### config.mk
export PLATFORM = sky130hd
export DESIGN_NAME = trace_buffer
export DESIGN_NICKNAME = d
export VERILOG_FILES = /design/src/rtl/trace_buffer.sv
export SDC_FILE = /design/constraint.sdc
export NUM_CORES = 1
export LEC_CHECK = 0
export ABC_AREA = 1
export BUFFER_PORTS_ARGS = -buffer_cell sky130_fd_sc_hd__clkbuf_2
export CAP_MARGIN = 20
export CORE_UTILIZATION = 60
export DETAILED_ROUTE_END_ITERATION = 10
export PLACE_DENSITY = 0.78
export RECOVER_POWER = 100
export SETUP_SLACK_MARGIN = 0.4
export SLEW_MARGIN = 15
export SYNTH_ARGS = -nofsm -noshare
export SYNTH_HDL_FRONTEND = slang
export SYNTH_SLANG_ARGS = --single-unit
### constraint.sdc
create_clock -name clk -period 3.4 [get_ports clk]
set_input_delay 0.34 -clock clk [delete_from_list [all_inputs] [get_ports clk]]
set_output_delay 0.34 -clock clk [all_outputs]
set_load 0.02 [all_outputs]
### src/rtl/trace_buffer.sv
module trace_buffer #(
  parameter int WIDTH = 8,
  parameter int DEPTH = 16
) (
  input  logic                     clk,
  input  logic                     rst_n,
  input  logic [WIDTH-1:0]         ev_data,
  input  logic                     ev_valid,
  input  logic                     arm,
  input  logic                     stop,
  input  logic                     dump_req,
  input  logic                     load_req,
  input  logic                     load_bit,
  output logic                     dbg_out,
  output logic                     dbg_valid,
  output logic                     done,
  output logic                     busy,
  output logic                     recording,
  output logic [$clog2(DEPTH)-1:0] wr_ptr,
  output logic                     wrapped
);
  localparam int AW = $clog2(DEPTH);
  localparam int BW = $clog2(WIDTH);
  localparam int CW = AW + 1;

  typedef enum logic [1:0] {S_IDLE, S_DUMP, S_LOAD} st_t;

  st_t              st;
  logic [WIDTH-1:0] mem [DEPTH];
  logic [AW-1:0]    idx;
  logic [BW-1:0]    bcnt;
  logic [CW-1:0]    left;
  logic [WIDTH-1:0] sh;
  logic             done_q;

  wire idle     = (st == S_IDLE);
  wire go_arm   = arm && !stop && idle;
  wire capture  = recording && ev_valid && !stop && !go_arm;
  wire go_dump  = dump_req && idle && !recording && !go_arm;
  wire go_load  = load_req && idle && !recording && !go_arm && !dump_req;
  wire last_bit = (bcnt == BW'(WIDTH - 1));
  wire [AW-1:0] idx_nx = (idx == AW'(DEPTH - 1)) ? '0 : idx + 1'b1;
  wire [AW-1:0] wp_nx  = (wr_ptr == AW'(DEPTH - 1)) ? '0 : wr_ptr + 1'b1;
  wire [CW-1:0] cnt_now = wrapped ? CW'(DEPTH) : {1'b0, wr_ptr};
  wire [WIDTH-1:0] sh_nx = {load_bit, sh[WIDTH-1:1]};

  always_ff @(posedge clk) begin
    if (capture)
      mem[wr_ptr] <= ev_data;
    else if (st == S_LOAD && last_bit)
      mem[idx] <= sh_nx;
  end

  always_ff @(posedge clk or negedge rst_n) begin
    if (!rst_n) begin
      st        <= S_IDLE;
      recording <= 1'b0;
      wr_ptr    <= '0;
      wrapped   <= 1'b0;
      idx       <= '0;
      bcnt      <= '0;
      left      <= '0;
      sh        <= '0;
      done_q    <= 1'b0;
    end else begin
      done_q <= 1'b0;
      if (stop)
        recording <= 1'b0;
      else if (go_arm) begin
        recording <= 1'b1;
        wr_ptr    <= '0;
        wrapped   <= 1'b0;
      end
      if (capture) begin
        wr_ptr <= wp_nx;
        if (wr_ptr == AW'(DEPTH - 1)) wrapped <= 1'b1;
      end
      case (st)
        S_IDLE: begin
          if (go_dump) begin
            if (cnt_now == '0)
              done_q <= 1'b1;
            else begin
              st   <= S_DUMP;
              idx  <= wrapped ? wr_ptr : '0;
              bcnt <= '0;
              left <= cnt_now;
            end
          end else if (go_load) begin
            st   <= S_LOAD;
            idx  <= '0;
            bcnt <= '0;
          end
        end
        S_DUMP: begin
          bcnt <= bcnt + 1'b1;
          if (last_bit) begin
            bcnt <= '0;
            idx  <= idx_nx;
            left <= left - 1'b1;
            if (left == CW'(1)) begin
              st     <= S_IDLE;
              done_q <= 1'b1;
            end
          end
        end
        S_LOAD: begin
          sh   <= sh_nx;
          bcnt <= bcnt + 1'b1;
          if (last_bit) begin
            bcnt <= '0;
            idx  <= idx_nx;
            if (idx == AW'(DEPTH - 1)) begin
              st      <= S_IDLE;
              done_q  <= 1'b1;
              wr_ptr  <= '0;
              wrapped <= 1'b1;
            end
          end
        end
        default: st <= S_IDLE;
      endcase
    end
  end

  assign busy      = !idle;
  assign dbg_valid = (st == S_DUMP);
  assign dbg_out   = dbg_valid ? mem[idx][bcnt] : 1'b0;
  assign done      = done_q;
endmodule

==> impl_metrics.py, run 1 <==
metrics = {
    "status": {
        "status": "finished with violations",
        "violations": "max-capacitance violations, max-slew violations",
    },
    "cells_and_area": {
        "drive_gt1_frac": 0.0863,
        "area_growth_pct": 11.9,
        "multi_input_area_um2": 2110,
        "fin_cells": 873,
        "register_area_um2": 4550,
        "stdcell_area_um2": 7840,
        "nNetsFinal": 743,
        "n_antenna_cell": 0,
        "nFillCells": 859,
    },
    "timing": {
        "min_period_ns": 3.09,
        "hold_viol": 0,
        "period_share": 0.909,
        "slew_viol_final": 29,
        "max_freq_mhz": 323,
        "worst_slack_ns": 0.309,
        "setup_viol": 0,
        "slew_headroom": -0.0111,
        "fin_setup_tns_ns": 0,
        "worst_slew_pin_slew_ns": 1.52,
        "finClkSkew_ns": 0.00962,
        "rsz0062_at_grt": "yes",
    },
    "synthesis": {
        "ys_ff_latch": 156,
        "syn_inst": 681,
        "synth_commonest_cells": "nand2_1, edfxtp_1, nand3_1",
        "synth-edff-count": 128,
        "async_flop_share": 0.179,
        "mappedNetlistArea_um2": 7010,
        "ys_seq_area_frac": 0.648,
        "ys_top_cells_by_area": "edfxtp_1, nand2_1, dfrtp_1",
        "synth_nets": 707,
        "synth_top_area_share": 0.548,
        "synth_warnings": 0,
        "yosysTopAreaCell": "edfxtp_1",
        "synth-main-ff-cell": "edfxtp_1",
        "ys_types": 40,
        "syn_avg_cell_area_um2": 10.3,
        "synthMostInstantiatedCell": "nand2_1",
    },
    "power_and_ir_drop": {
        "pwr-share-comb": 0.322,
        "power.internal_mw": 3.89,
        "finalPower_mw": 6.24,
        "power.share.clock": 0.302,
        "cellPowerDensity_nw_per_um2": 795,
        "p_sw_mw": 2.34,
        "power_leakage_nw": 3.11,
        "pwr-share-seq": 0.376,
        "switching_share": 0.376,
        "ir_worst_vdd_v": 0.000651,
    },
    "worst_setup_path": {
        "critical_path_arrival_ns": 2.75,
        "cp.required_ns": 3.06,
        "end_kind": "output port",
        "r2r-end": "mem[10][7]",
        "r2r_start": "st[0]",
        "ff2ff_setup_slack_ns": 0.41,
        "reg2regPathDepth": 10,
        "crit_path_start_kind": "flop",
        "path_class": "flop to output port",
        "cp_max_fo": 34,
    },
    "route": {
        "routed_wl_mm": 16.4,
        "drc": 0,
        "drtIter0Drc": 598,
        "antenna_left": 0,
        "drt_first_pass_iters": 5,
        "vias": 5208,
        "routedWlPerCell_um": 18.8,
        "avgViaCountPerCell": 5.97,
    },
    "floorplanning": {
        "core_area_um2": 11400,
        "die_h_um": 110,
        "die_area_um2": 12100,
        "dieWidth_um": 110,
        "ios": 26,
        "start_util": 0.614,
        "rows": 39,
    },
    "grt": {
        "grt_remaining_overflow": 0,
        "grt_max_degree": 68,
        "grt_antenna_before_repair": 0,
        "track_usage": 0.286,
        "grt_pass1_vias": 4940,
        "grt_pass1_wl_mm": 24.7,
    },
    "hold_path": {
        "worstHoldPathType": "primary input to flop",
        "worstHoldStart": "stop",
        "hold_end": "recording",
        "whs_path_depth": 2,
    },
    "place": {
        "dp_hpwl_mm": 10.4,
        "port_buffers": 25,
        "postPlaceCellArea_um2": 7320,
        "pre_cts_ws_ns": 0.567,
        "placed_cells": 839,
        "gp_congestion": 0.931,
    },
    "run": {
        "maxCapViolations": 1,
    },
    "clock_network": {
        "cts_buffers": 17,
        "cts_tree": "done",
        "cts_root_buf": "clkbuf_16",
        "post_cts_buffers": 0,
        "htreeDepth": 4,
        "path_clk_slew_ns": 0.06,
        "cts_sinks": 156,
        "clockBufferDepth": 2,
        "clk_latency_ns": 0.43,
    },
}
routing by layer:
layer	global-route usage	wire (um)
met2	0.460	8070
met1	0.378	6400
met4	0.140	493
met3	0.0517	1410
met5	0	0
sequential cells by signal (all words and copies together), names as in the netlist, 2 cells and up:
register  flops
bcnt          3
idx           4
left          5
mem         128
sh            7
st            2
wr_ptr        4
stage by stage:
stage	hold slack, ns	util
detailed placement	0.413	0.641
global placement	0.404	0.641
CTS	0.0626	0.694
floorplan	0.0444	-
finish	0.0757	0.687
global route	0.0730	0.687
cells by family (layout without fill, tap and decap cells):
group                      after synthesis  count (layout)  synth area share
AOI/OAI and AO/OA                       76              76            0.0652
xor gates and xnor gates                 4               4           0.00500
adders and majority gates               10              10            0.0179
buffers and inverters                   73             122            0.0434
DFF                                    156             156             0.648
muxes                                    1               1           0.00161
and+or+nand+nor                        361             361             0.219
timing repair:
item | 4_1_cts | 5_1_grt
cloned | 0 | 1
resized for setup | 2 | 13
endpoints found under the setup margin | 1 | 95
hold endpoints to repair | 28 | 0
pin swaps | 0 | 0
hold buffers | 1 | 0
area by class of cell:
type                       instances  area share
sequential                       156       0.580
multi-input combinational        452       0.269
clock buffer                      18      0.0547
timing repair buffer              43      0.0305
tap                              143      0.0228
inverter                          47      0.0227
clock inverter                    14      0.0204
worst max path at each step:
stage	slack, ns	start	endpoint
floorplan	0.96	st[0]	mem[0][0]
global placement	0.72	st[0]	mem[2][0]
detailed placement	0.57	st[0]	mem[3][0]
CTS	0.42	idx[0]	dbg_out
global route	0.18	st[0]	mem[15][2]
finish	0.31	idx[0]	dbg_out
power groups by stage:
stage / sequential, mW / combinational, mW / clock (mW)
after detailed placement: 2.38 / 2.00 / 0
final: 2.35 / 2.01 / 1.88
after global placement: 2.37 / 1.93 / 0
after floorplan: 2.33 / 1.49 / 0
after global routing: 2.36 / 2.22 / 1.95
after CTS: 2.35 / 2.02 / 1.89
worst max-delay path, cell delays in order, from the launching register on:
cell and delay (ns):
dfrtp_2 0.63, clkinv_1 0.35, buf_12 0.26, nand2_1 0.10
nand2_1 0.06, a21oi_1 0.15, nand3_1 0.12, nand3_1 0.11
nand2_1 0.07, nand2_1 0.07, nand3_1 0.08, nand2_1 0.06
nor2_1 0.07, clkbuf_2 0.16
cells in the final DEF (no fill, tap or decap), types with 2 or more instances in the layout:
cell type,Yosys,routed
nand4_1,1,2
clkbuf_2,0,15
xor2_1,3,3
o21ai_1,4,4
o22ai_1,3,3
dfrtp_1,28,27
nor2_2,1,5
inv_1,42,42
nor2_1,29,25
clkinv_2,0,2
clkbuf_16,0,18
inv_6,0,4
buf_4,2,4
nand3_1,86,87
edfxtp_1,128,128
bufinv_16,0,2
clkinv_1,3,3
clkbuf_1,9,22
nor3_1,4,4
clkinvlp_4,0,3
o2111ai_1,1,2
a31oi_1,2,2
clkinv_4,0,3
a32oi_1,2,2
o21ai_0,33,34
nand2_1,233,235
o211ai_1,2,3
ha_1,10,10
a21oi_1,23,23
(Power assumes the default switching activity.)
==> inputs of run 2 (changes only) <==
Settings changed: CORE_UTILIZATION 60 to 56, PLACE_DENSITY 0.78 to 0.76, RECOVER_POWER 100 to default, TNS_END_PERCENT from default to 30.
Clock period 3.4 ns to 2.55 ns, I/O delays scaled along.
==> run 2 against run 1 <==
Critical path depth grew 1. Cell count up 7.7%. The flow finishes with violations (negative setup slack). Clock power is 40% higher.
==> impl_metrics.py, run 2 (synthesis results as in run 1) <==
metrics = {
    "route": {
        "avgViaCountPerCell": 6.18,
        "routedWlPerCell_um": 22.8,
        "drc": 0,
        "drt_first_pass_iters": 9,
        "vias": 5812,
        "drtIter0Drc": 887,
        "antenna_left": 0,
        "routed_wl_mm": 21.4,
    },
    "floorplanning": {
        "ios": 26,
        "rows": 40,
        "die_h_um": 114,
        "die_area_um2": 13000,
        "dieWidth_um": 114,
        "start_util": 0.579,
        "core_area_um2": 12100,
    },
    "clock_network": {
        "clockBufferDepth": 2,
        "cts_buffers": 17,
        "cts_sinks": 156,
        "cts_root_buf": "clkbuf_16",
        "htreeDepth": 4,
        "path_clk_slew_ns": 0.06,
        "cts_tree": "done",
        "clk_latency_ns": 0.44,
    },
    "cells_and_area": {
        "n_antenna_cell": 0,
        "final_common_cell": "nand2_1",
        "multi_input_area_um2": 2710,
        "register_area_um2": 4550,
        "final_core_util": 0.759,
        "largest_register": "mem",
        "largest_register_ffs": 128,
        "nFillCells": 743,
        "nNetsFinal": 785,
        "drive_gt1_frac": 0.288,
        "area_growth_pct": 31.2,
        "final_cell_mix": "nand2_1, edfxtp_1, nand3_1",
        "reg.largest.list": "mem (128), sh (7), left (5)",
    },
    "timing": {
        "slew_viol_final": 0,
        "slew_headroom": 0.503,
        "min_period_ns": 2.64,
        "hold_viol": 0,
        "whs_ns": 0.0535,
        "max_freq_mhz": 379,
        "setup_viol": 1,
        "finClkSkew_ns": 0.00721,
        "worst_slew_pin_slew_ns": 0.745,
        "period_share": 1.03,
        "worst_slack_ns": -0.0862,
        "rsz0062_at_grt": "yes",
    },
    "worst_setup_path": {
        "critical_path.slowest_cell": "dfrtp_2",
        "path_cells": "buf_6 -> buf_12 -> clkbuf_16 -> nand2_4 -> nand2_2 -> a21oi_2 -> nand3_2 -> nand3_2 -> nand2_1 -> nand2_1 -> nand2_1 -> nor2_2 -> nor2_2 -> clkbuf_8",
        "crit_path_start_kind": "flop",
        "end_kind": "output port",
        "max_stage_delay_ns": 0.43,
        "cp_max_fo": 8,
        "cp.required_ns": 2.30,
        "path_class": "flop to output port",
        "path_common_cell": "nand2_1",
        "critical_path_arrival_ns": 2.38,
    },
    "hold_path": {
        "worstHoldPathType": "primary input to flop",
    },
    "power_and_ir_drop": {
        "power_leakage_nw": 3.63,
        "cellPowerDensity_nw_per_um2": 1120,
        "finalPower_mw": 10.3,
        "ir_worst_vdd_v": 0.000740,
    },
    "grt": {
        "track_usage": 0.297,
        "grt_max_degree": 34,
        "grt_pass1_wl_mm": 27.5,
        "grt_antenna_before_repair": 0,
        "grt_remaining_overflow": 0,
        "grt_pass1_vias": 5200,
    },
    "place": {
        "pre_cts_ws_ns": 0.182,
        "gp_congestion": 0.897,
        "port_buffers": 25,
        "dp_hpwl_mm": 10.5,
    },
    "status": {
        "status": "finished with violations",
        "violations": "negative setup slack",
    },
    "run": {
        "maxCapViolations": 0,
    },
}
==> run 2: cell types whose count changed in the layout (fill, tap and decap cells not counted), moves of 9 or more <==
cell      previous run  this run
nand3_1             87        60
clkbuf_1            22         4
clkbuf_2            15        24
a21oi_1             23        13
nor2_1              25         9
nand2_1            235       212
nand2_4              0        10
nand3_2              0        23
a21oi_2              0        10
buf_4                4        34
nor2_4               1        20
nand2_2              0        11
==> run 2: power by group <==
group	switching [mW]	internal (mW)
logic	2.81	1.72
registers	0.158	2.93
clock network	1.01	1.63
==> run 2: what timing repair did <==
item | 4_1_cts | 5_1_grt
hold endpoints to repair | 29 | 0
hold buffers | 2 | 0
buffers inserted | 15 | 13
endpoints found under the setup margin | 145 | 165
pin swaps | 11 | 45
gates cloned | 4 | 10
gates resized for setup | 41 | 85
==> run 2: final timing paths <==
path	cells past startpoint	endpoint	start	slack [ns]
max in group asynchronous	2	bcnt[0]	rst_n	1.62
worst max-delay path	14	dbg_out	idx[0]	-0.09
min in group asynchronous	2	done	rst_n	0.41
worst max register to register	11	st[1]	idx[0]	0.22
worst min-delay path	3	sh[7]	load_bit	0.05
worst min register to register	2	sh[4]	sh[5]	0.49
==> run 2: metal layers <==
| metal | vias to the layer above | part of all wire | wire length, um | global-route usage |
|---|---|---|---|---|
| met5 | - | 0 | 0 | 0 |
| met4 | 0 | 0.052 | 1120 | 0.145 |
| met3 | 111 | 0.11 | 2440 | 0.0824 |
| met2 | 451 | 0.46 | 9840 | 0.455 |
| met1 | 2761 | 0.37 | 8030 | 0.395 |
| li1 | 2489 | - | - | - |
==> run 2: through the flow <==
| step | TNS, ns | instances | instance area [um2] |
|---|---|---|---|
| after floorplan | 0 | 681 | 7150 |
| after global placement | 0 | 864 | 7510 |
| after detailed placement | 0 | 864 | 7510 |
| after CTS | 0 | 917 | 8500 |
| after global routing | -0.168 | 940 | 9200 |
| final | -0.0862 | 940 | 9200 |
==> run 2: final cells by class <==
cell class,count,share of cell area
tap,168,0.0229
sequential,156,0.494
clock inverter,11,0.0182
timing repair inverter,1,0.00177
clock buffer,21,0.0479
multi-input combinational,452,0.295
inverter,47,0.0231
timing repair buffer,84,0.0971
==> run 2: critical path: cells and delay by family, from the launching register on <==
| kind | cells | cell delay (ns) |
|---|---|---|
| compound gates | 1 | 0.17 |
| buf+inv | 4 | 0.60 |
| simple gates | 9 | 0.76 |
| flops | 1 | 0.43 |
==> inputs of run 3 (changes only) <==
Settings changed: PLACE_DENSITY 0.76 to default, PLACE_DENSITY_LB_ADDON from default to 0.3.
==> run 3 against run 2 <==
The flow now finishes without violations. Critical path depth is the same. Global-route usage shrank 2.7 points. Non-clock buffer count shrank 18. Worst hold slack gained 0.0020 ns. Clock skew grew 0.0040 ns. Utilization shrank 3.1 points. Sequential power is essentially flat. Maximum frequency grew 4.6%. Clock power shrank 13%. Via count shrank 7.5%. First-iteration DRC count shrank 27%. Cell count shrank 1.9%.
==> impl_metrics.py, run 3 (synthesis results as in run 1) <==
metrics = {
    "route": {
        "avgViaCountPerCell": 5.83,
        "routed_wl_mm": 18.1,
        "vias": 5375,
        "drc": 0,
        "drtIter0Drc": 645,
        "routedWlPerCell_um": 19.6,
        "antenna_left": 0,
        "drt_first_pass_iters": 5,
    },
    "status": {
        "status": "finished, final reports clean",
    },
    "cells_and_area": {
        "area_growth_pct": 25.8,
        "largest_register": "mem",
        "drive_gt1_frac": 0.263,
        "reg.largest.list": "mem (128), sh (7), left (5)",
        "largest_register_ffs": 128,
        "final_core_util": 0.728,
        "n_antenna_cell": 0,
        "final_cell_mix": "nand2_1, edfxtp_1, nand3_1",
        "nNetsFinal": 767,
        "final_common_cell": "nand2_1",
    },
    "worst_setup_path": {
        "path_cells": "buf_12 -> nor2_4 -> buf_6 -> nand2_1 -> nand2_1 -> nor2_1 -> nand2_1 -> nand3_1 -> nand2_1 -> nand2_1 -> nand3_2 -> nand2_2 -> nor2_4 -> buf_8",
        "path_class": "flop to output port",
        "critical_path_arrival_ns": 2.26,
        "path_common_cell": "nand2_1",
        "cp_num_buf_inv": 3,
        "cp_max_fo": 8,
        "cp.required_ns": 2.30,
        "critical_path.slowest_cell": "dfrtp_2",
        "end_kind": "output port",
        "max_stage_delay_ns": 0.48,
        "crit_path_start_kind": "flop",
        "cpLargestDelayFamily": "simple AND/OR/NAND/NOR gates",
    },
    "timing": {
        "min_period_ns": 2.52,
        "setup_viol": 0,
        "period_share": 0.988,
        "finClkSkew_ns": 0.0112,
        "worst_slew_pin_slew_ns": 0.724,
        "slew_headroom": 0.517,
        "slew_viol_final": 0,
        "hold_viol": 0,
        "rsz0062_at_grt": "yes",
        "max_freq_mhz": 397,
    },
    "power_and_ir_drop": {
        "power_leakage_nw": 3.41,
        "finalPower_mw": 9.34,
        "cellPowerDensity_nw_per_um2": 1060,
        "ir_worst_vdd_v": 0.000850,
    },
    "floorplanning": {
        "die_area_um2": 13000,
        "die_h_um": 114,
        "core_area_um2": 12100,
        "dieWidth_um": 114,
        "start_util": 0.579,
        "rows": 40,
        "ios": 26,
    },
    "grt": {
        "grt_pass1_vias": 4827,
        "grt_remaining_overflow": 0,
        "grt_pass1_wl_mm": 25.2,
        "grt_max_degree": 68,
        "grt_antenna_before_repair": 0,
        "track_usage": 0.270,
    },
    "place": {
        "dp_hpwl_mm": 10.4,
        "gp_congestion": 0.850,
        "port_buffers": 25,
    },
    "clock_network": {
        "clockBufferDepth": 2,
        "cts_root_buf": "clkbuf_16",
        "clk_latency_ns": 0.44,
        "htreeDepth": 4,
        "cts_sinks": 156,
        "cts_buffers": 17,
        "path_clk_slew_ns": 0.06,
        "cts_tree": "done",
    },
    "run": {
        "maxCapViolations": 0,
    },
    "hold_path": {
        "worstHoldPathType": "primary input to flop",
    },
}
run 3: cell count changes in the layout (fill, tap and decap cells not counted), sizes merged, moves of 2 or more:
| cell | change |
|---|---|
| buf | -15 |
| bufinv | -4 |
| clkbuf | -7 |
| clkinv | -2 |
| clkinvlp | +4 |
| inv | +4 |
run 3: per-stage QoR:
step                setup slack (ns)  instance area, um2  cells  hold slack (ns)  TNS (ns)
floorplan                      0.370                7150    681          -0.0406         0
global placement               0.280                7510    865            0.328         0
detailed placement             0.183                7510    865            0.342         0
CTS                           0.0530                8210    903           0.0480         0
global route                  -0.116                8820    922           0.0677    -0.116
finish                        0.0304                8820    922           0.0555         0
run 3: routing by layer:
layer  global-route usage  up-vias  part of all wire
li1                     -     2457                 -
met1                0.358     2589              0.40
met2                0.429      275              0.48
met3               0.0563       54             0.086
met4                0.132        0             0.037
met5                    0        -                 0
run 3: repair_timing:
item,in CTS,in global routing
resized for setup,22,79
pin swaps,4,30
hold buffers,2,0
endpoints found under the hold margin,29,0
setup endpoints to repair,145,149
setup buffers,2,8
gates cloned,2,11
run 3: final timing paths:
| path | end | startpoint | cells past startpoint | slack (ns) |
|---|---|---|---|---|
| max | dbg_out | idx[1] | 14 | 0.03 |
| min | sh[7] | load_bit | 3 | 0.06 |
| max reg2reg | mem[7][1] | bcnt[0] | 6 | 0.29 |
| min reg2reg | sh[3] | sh[4] | 2 | 0.49 |
| max in group asynchronous | bcnt[0] | rst_n | 2 | 1.63 |
| min in group asynchronous | idx[2] | rst_n | 2 | 0.41 |
run 3: power by group:
group | internal (mW) | leakage (nW) | switching (mW)
Sequential | 2.93 | 1.52 | 0.158
Combinational | 1.47 | 1.64 | 2.48
Clock | 1.26 | 0.251 | 1.04
run 3: final cells by class:
cell class                 count  area [um2]
clock buffer                  18         429
multi-input combinational    453        2610
inverter                      47         209
sequential                   156        4550
timing repair buffer          66         696
tap                          168         210
clock inverter                14         113
fill                         833        3290
run 3: tightest hold or removal path, stage by stage:
cell	delay [ns]
clkbuf_2	0.09
nand2_1	0.05
o21ai_0	0.06
